**src/rtl/wave_burst_player.sv**
```systemverilog
module wave_burst_player #(
  parameter int SAMPLE_W = 14,
  parameter int ADDR_W   = 14,
  parameter int FRAC_W   = 16,
  parameter int CLK_MHZ  = 125
) (
  input  logic                clk,
  input  logic                rst_n,
  input  logic                wr_en,
  input  logic [3:0]          wr_addr,
  input  logic [31:0]         wr_data,
  input  logic                ext_trig,
  input  logic                sw_trig,
  output logic [ADDR_W-1:0]   table_addr,
  input  logic [SAMPLE_W-1:0] table_data,
  output logic [SAMPLE_W-1:0] dac_out
);
  localparam int PH_W   = ADDR_W + FRAC_W;
  localparam int PRE_W  = $clog2(CLK_MHZ + 1);
  localparam int PROD_W = 2 * SAMPLE_W + 1;
  localparam logic [SAMPLE_W-1:0] UNITY = SAMPLE_W'(1) << (SAMPLE_W - 1);
  localparam logic [1:0] S_IDLE = 2'd0, S_RUN = 2'd1, S_HOLD = 2'd2, S_GAP = 2'd3;

  logic [3:0]          trig_sel;
  logic                wrap_mode, force_zero, seq_rst;
  logic [SAMPLE_W-1:0] scale, offset, last_val, init_val;
  logic [PH_W-1:0]     wrap_pt, start_pt, step;
  logic [15:0]         passes, repeats;
  logic [31:0]         gap_us, hold_len;

  always_ff @(posedge clk) begin
    if (!rst_n) begin
      trig_sel <= '0; wrap_mode <= 1'b0; force_zero <= 1'b0; seq_rst <= 1'b0;
      scale <= UNITY; offset <= '0; last_val <= '0; init_val <= '0;
      wrap_pt <= '0; start_pt <= '0; step <= '0;
      passes <= '0; repeats <= '0; gap_us <= '0; hold_len <= '0;
    end else if (wr_en) begin
      case (wr_addr)
        4'd0: begin
          trig_sel   <= wr_data[3:0];
          wrap_mode  <= wr_data[4];
          force_zero <= wr_data[5];
          seq_rst    <= wr_data[6];
        end
        4'd1: begin
          scale  <= wr_data[SAMPLE_W-1:0];
          offset <= wr_data[16 +: SAMPLE_W];
        end
        4'd2:  wrap_pt  <= wr_data[PH_W-1:0];
        4'd3:  start_pt <= wr_data[PH_W-1:0];
        4'd4:  step     <= wr_data[PH_W-1:0];
        4'd5:  passes   <= wr_data[15:0];
        4'd6:  repeats  <= wr_data[15:0];
        4'd7:  gap_us   <= wr_data;
        4'd8:  last_val <= wr_data[SAMPLE_W-1:0];
        4'd9:  init_val <= wr_data[SAMPLE_W-1:0];
        4'd10: hold_len <= wr_data;
        default: ;
      endcase
    end
  end

  logic ext_q;
  always_ff @(posedge clk) begin
    if (!rst_n) ext_q <= 1'b0;
    else        ext_q <= ext_trig;
  end

  logic sel_ok, fire;
  assign sel_ok = (trig_sel != 4'd0) && (trig_sel < 4'd4);
  assign fire = !seq_rst && sel_ok &&
                (sw_trig || trig_sel == 4'd1 ||
                 (trig_sel == 4'd2 && ext_trig && !ext_q) ||
                 (trig_sel == 4'd3 && !ext_trig && ext_q));

  logic [1:0]       state;
  logic [PH_W-1:0]  acc;
  logic [15:0]      pass_cnt, rep_left;
  logic [31:0]      hold_cnt, gap_left;
  logic [PRE_W-1:0] pre;

  logic [PH_W:0]   sum;
  logic            wrap_hit, last_pass, more_reps;
  logic [PH_W-1:0] acc_wrapped;
  assign sum         = {1'b0, acc} + {1'b0, step};
  assign wrap_hit    = sum >= {1'b0, wrap_pt};
  assign acc_wrapped = wrap_mode ? PH_W'(sum - {1'b0, wrap_pt}) : start_pt;
  assign last_pass   = (passes != 16'd0) && (pass_cnt == passes - 16'd1);
  assign more_reps   = (repeats == 16'hFFFF) || (rep_left != 16'd0);
  assign table_addr  = acc[PH_W-1:FRAC_W];

  always_ff @(posedge clk) begin
    if (!rst_n) begin
      state <= S_IDLE; acc <= '0; pass_cnt <= '0; rep_left <= '0;
      hold_cnt <= '0; gap_left <= '0; pre <= '0;
    end else if (seq_rst) begin
      state <= S_IDLE; acc <= start_pt; pass_cnt <= '0; rep_left <= '0;
      hold_cnt <= '0; gap_left <= '0; pre <= '0;
    end else begin
      case (state)
        S_IDLE: if (fire) begin
          state    <= S_RUN;
          acc      <= start_pt;
          pass_cnt <= '0;
          rep_left <= repeats;
        end
        S_RUN: begin
          if (wrap_hit) begin
            if (last_pass) begin
              state    <= S_HOLD;
              hold_cnt <= hold_len;
            end else begin
              pass_cnt <= pass_cnt + 16'd1;
              acc      <= acc_wrapped;
            end
          end else begin
            acc <= sum[PH_W-1:0];
          end
        end
        S_HOLD: begin
          if (hold_cnt <= 32'd1) begin
            if (more_reps) begin
              state    <= S_GAP;
              gap_left <= gap_us;
              pre      <= '0;
              if (repeats != 16'hFFFF) rep_left <= rep_left - 16'd1;
            end else begin
              state <= S_IDLE;
            end
          end else begin
            hold_cnt <= hold_cnt - 32'd1;
          end
        end
        default: begin
          if (gap_left == 32'd0) begin
            state    <= S_RUN;
            acc      <= start_pt;
            pass_cnt <= '0;
          end else if (pre == PRE_W'(CLK_MHZ - 1)) begin
            pre      <= '0;
            gap_left <= gap_left - 32'd1;
          end else begin
            pre <= pre + PRE_W'(1);
          end
        end
      endcase
    end
  end

  logic                run_d;
  logic [SAMPLE_W-1:0] alt_d;
  always_ff @(posedge clk) begin
    if (!rst_n) begin
      run_d <= 1'b0;
      alt_d <= '0;
    end else begin
      run_d <= (state == S_RUN);
      alt_d <= (state == S_HOLD) ? last_val : init_val;
    end
  end

  logic signed [PROD_W-1:0] prod, mixed;
  logic                     ovf;
  logic [SAMPLE_W-1:0]      sat_val;
  assign prod  = PROD_W'($signed(table_data)) * PROD_W'($signed({1'b0, scale}));
  assign mixed = (prod >>> (SAMPLE_W - 1)) + PROD_W'($signed(offset));
  assign ovf   = !((&mixed[PROD_W-1:SAMPLE_W-1]) || !(|mixed[PROD_W-1:SAMPLE_W-1]));
  assign sat_val = ovf ? (mixed[PROD_W-1] ? {1'b1, {(SAMPLE_W-1){1'b0}}}
                                          : {1'b0, {(SAMPLE_W-1){1'b1}}})
                       : mixed[SAMPLE_W-1:0];

  always_ff @(posedge clk) begin
    if (!rst_n)          dac_out <= '0;
    else if (force_zero) dac_out <= '0;
    else if (run_d)      dac_out <= sat_val;
    else                 dac_out <= alt_d;
  end
endmodule

```
**config.mk**
```make
export PLATFORM = sky130hd
export DESIGN_NAME = wave_burst_player
export DESIGN_NICKNAME = d
export VERILOG_FILES = /design/src/rtl/wave_burst_player.sv
export SDC_FILE = /design/constraint.sdc
export NUM_CORES = 2
export LEC_CHECK = 0
export BUFFER_PORTS_ARGS = -buffer_cell sky130_fd_sc_hd__buf_2
export CORE_MARGIN = 1.5
export CORE_UTILIZATION = 68
export CTS_BUF_LIST = sky130_fd_sc_hd__clkbuf_4
export DETAILED_ROUTE_END_ITERATION = 16
export PLACE_DENSITY_LB_ADDON = 0.15
export SLEW_MARGIN = 20
export SYNTH_ARGS = -nofsm -noshare
export SYNTH_HDL_FRONTEND = slang
export SYNTH_SLANG_ARGS = --single-unit
```
**constraint.sdc**
```tcl
create_clock -name clk -period 20.9 [get_ports clk]
set_input_delay 2.09 -clock clk [delete_from_list [all_inputs] [get_ports clk]]
set_output_delay 2.09 -clock clk [all_outputs]
set_load 0.1 [all_outputs]
```
==> run_results.csv <==
group,metric,value,unit
placed_design,pre_cts_ws,10.04,ns
drt,drt-vias-per-instance,6.18,
synthesis,ys_ff_latch,414,
cts,root_buffer,"clkbuf_4",
cts,post_cts_buffers,0,
power_and_ir_drop,power,2.25,mW
power_and_ir_drop,p_sw,0.848,mW
sta,finalCriticalPeriod,10.14,ns
synthesis,ys_async_sr_fraction,0,%
power_and_ir_drop,p_leak,12.6,nW
sta,drv_slew,0,
synthesis,seq_area_frac_synth,29.2,%
finish,final_cell_count_no_fill,4237,
power_and_ir_drop,internal_power,1.40,mW
global_route,grt.total_usage,38.3,%
synthesis,ys.flop_type,"dfxtp_1",
power_and_ir_drop,p_comb_share,33.1,%
synthesis,synth_edf_count,0,
setup_path,cp_slowest_cell,"a2111oi_0",
finish,syn2layout_area_growth,6.07,%
die,die-area,42900,µm²
finish,postLayoutCellArea,30100,µm²
global_route,grt_max_degree,177,
die,rows,74,
die,die_h,207,µm
global_route,antenna_found_initial,8,
drt,routedWlPerCell,19.5,µm
job,drv_cap,0,
power_and_ir_drop,powerDensity,74.7,nW/µm²
setup_path,path_buf_inv,5,
cts,clkSinkCount,414,
sta,setup_viol,0,
drt,drc,14,
sta,worstMarginPinSlew,1.16,ns
sta,finalWorstSetupSlack,10.76,ns
die,io_pins,83,
cts,cts_buffers,105,
placed_design,hpwl,57400,µm
cts,cts_tree,"done",
sta,timing.hold.ws,0.455,ns
drt,routed_wl,82600,µm
sta,fmax,98.6,MHz
placed_design,portBuffers,82,
setup_path,crit_family,"adder cells",
power_and_ir_drop,swShare,37.7,%
sta,maxSlewHeadroom,22.1,%
synthesis,synthesis.yosys.warnings,0,
drt,drt.antenna.violating_nets,0,
placed_design,place.gp.congestion,0.963,
power_and_ir_drop,peakVddDrop,0.0652,mV
placed_design,dp.cells,4047,
cts,cts_hold_buf,0,
setup_path,worstPathArrival,10.89,ns
die,core_area,41000,µm²
synthesis,synthCells,3623,
power_and_ir_drop,power_frac_seq,37.3,%
setup_path,critPathMaxFanout,16,
run_status,status,"finished with violations",
synthesis,ys_types,89,
synthesis,syn_nets,4014,
sta,worst_clock_skew,0.0523,ns
synthesis,postSynthAreaPerCell,7.82,µm²
cts,clockBufferDepth,3,
global_route,grt-ovfl-total,0,
cts,clk-insertion-delay-late,0.86,ns
power_and_ir_drop,clkPwrFrac,29.7,%
setup_path,crit_top_cell,"fa_1",
setup_path,path_class,"input port to register",
sta,hold_violations,0,
sta,period_share,48.5,%
drt,drtIter0Drc,2489,
die,die_w,207,µm
global_route,grt_first_pass_wirelength,132000,µm
global_route,grt_pass1_vias,25700,
sta,tns,0,ns
setup_path,end_kind,"register",
placed_design,placed_cell_area,28800,µm²
synthesis,netlist_area,28300,µm²
setup_path,critPathRequiredTime,21.66,ns
cts,cts.repair.resized,0,
die,start_util,69.1,%
setup_path,start_kind,"input port",
finish,nNetsFinal,4014,
setup_path,slowest_delay,0.87,ns
finish,drive_gt1_share,8.90,%
cts,htreeDepth,3,
cts,clk_pin_slew,0.05,ns
finish,final_util,73.3,%
drt,vias,26200,
sta,rsz0062_at_grt,"no",
drt,drt_first_pass_iters,12,
run_status,violations,"DRC",
worst_hold_path,hold_class,"register to register",
[tightest hold or removal path, stage by stage (launching register included)]
cell	delay, ns
dfxtp_1	0.30
nand2_1	0.05
a21oi_1	0.05
[kinds of logic (layout without fill, tap and decap cells)]
| family | count (synthesis) | count (layout) | share of synthesized area (%) |
|---|---|---|---|
| compound gates | 864 | 864 | 18.2 |
| xor+xnor | 114 | 114 | 3.52 |
| fa+ha+maj | 336 | 336 | 18.6 |
| buf+inv | 489 | 561 | 6.84 |
| flops | 414 | 414 | 29.2 |
| mux | 45 | 45 | 1.60 |
| other cells | 0 | 10 | 0 |
| simple gates | 1361 | 1361 | 21.9 |
[worst paths after layout]
check                                     from          end  slack [ns]  depth (start not counted)
worst max register to register        scale[2]   dac_out[2]       11.60                         28
worst min-delay path               last_val[5]  last_val[5]        0.45                          2
worst max-delay path            table_data[13]   dac_out[2]       10.76                         29
worst min register to register     last_val[5]  last_val[5]        0.45                          2
[cells in the mapped netlist, drive strengths merged, types with 42 or more instances]
library cell / count / share of area [%]
ha: 192 / 8.5
and2: 110 / 2.4
clkbuf: 169 / 2.2
dfxtp: 414 / 29
xor2: 52 / 1.6
o21ai: 169 / 3.0
inv: 271 / 3.6
xnor2: 62 / 1.9
a21oi: 433 / 7.7
mux2i: 42 / 1.5
nand3: 52 / 0.92
nor3: 69 / 1.3
fa: 144 / 10
nor2: 228 / 3.0
buf: 48 / 1.0
nand2: 700 / 9.3
[flip-flops by register name, indices dropped and copies added, names as in the netlist, 2 cells and up]
register and count:
trig_sel 4, init_val 14, acc 30, gap_us 32
pre 7, passes 16, dac_out 14, rep_left 16
step 30, last_val 14, state 2, hold_cnt 32
offset 14, start_pt 30, scale 14, gap_left 32
hold_len 32, pass_cnt 16, alt_d 14, repeats 16
wrap_pt 30
[power groups by stage]
stage | clock (mW) | sequential, mW | combinational (mW)
after floorplan | 0 | 0.855 | 0.545
after global placement | 0 | 0.852 | 0.711
after detailed placement | 0 | 0.853 | 0.720
after CTS | 0.675 | 0.836 | 0.726
after global routing | 0.715 | 0.839 | 0.809
final | 0.666 | 0.837 | 0.743
[metal layers]
layer / up-vias / global-route usage, % / share of wire, %
met5: - / 0 / 0
met3: 281 / 7.67 / 9.1
met1: 12500 / 47.2 / 39
met2: 1133 / 63.6 / 46
met4: 0 / 20.4 / 5.5
li1: 12300 / - / -
[placed cells by master (no fill, tap or decap), types with 22 or more instances in the layout]
| cell | count |
|---|---|
| a211oi_1 | 38 |
| nand2b_1 | 35 |
| or3_1 | 33 |
| mux2i_1 | 42 |
| inv_1 | 270 |
| xnor2_1 | 62 |
| fa_1 | 144 |
| nand2_1 | 698 |
| a21oi_1 | 431 |
| and2_1 | 108 |
| dfxtp_1 | 414 |
| clkinv_1 | 22 |
| a21o_1 | 37 |
| clkbuf_4 | 149 |
| nand3_1 | 51 |
| ha_1 | 191 |
| xor2_1 | 52 |
| nor2_1 | 224 |
| o21ai_0 | 161 |
| buf_4 | 26 |
| buf_2 | 82 |
| nor3_1 | 64 |
| nand4_1 | 30 |
[layout make-up]
cell class	count	area [µm²]
well taps	532	666
inverters	272	1030
multi-input cells	2720	18200
repair buffers	110	644
diodes	10	25.0
clock inverters	30	131
fillers	3296	11000
flip-flops and latches	414	8290
clock buffers	149	1120
Note: power is estimated with default switching activity, not from simulation.
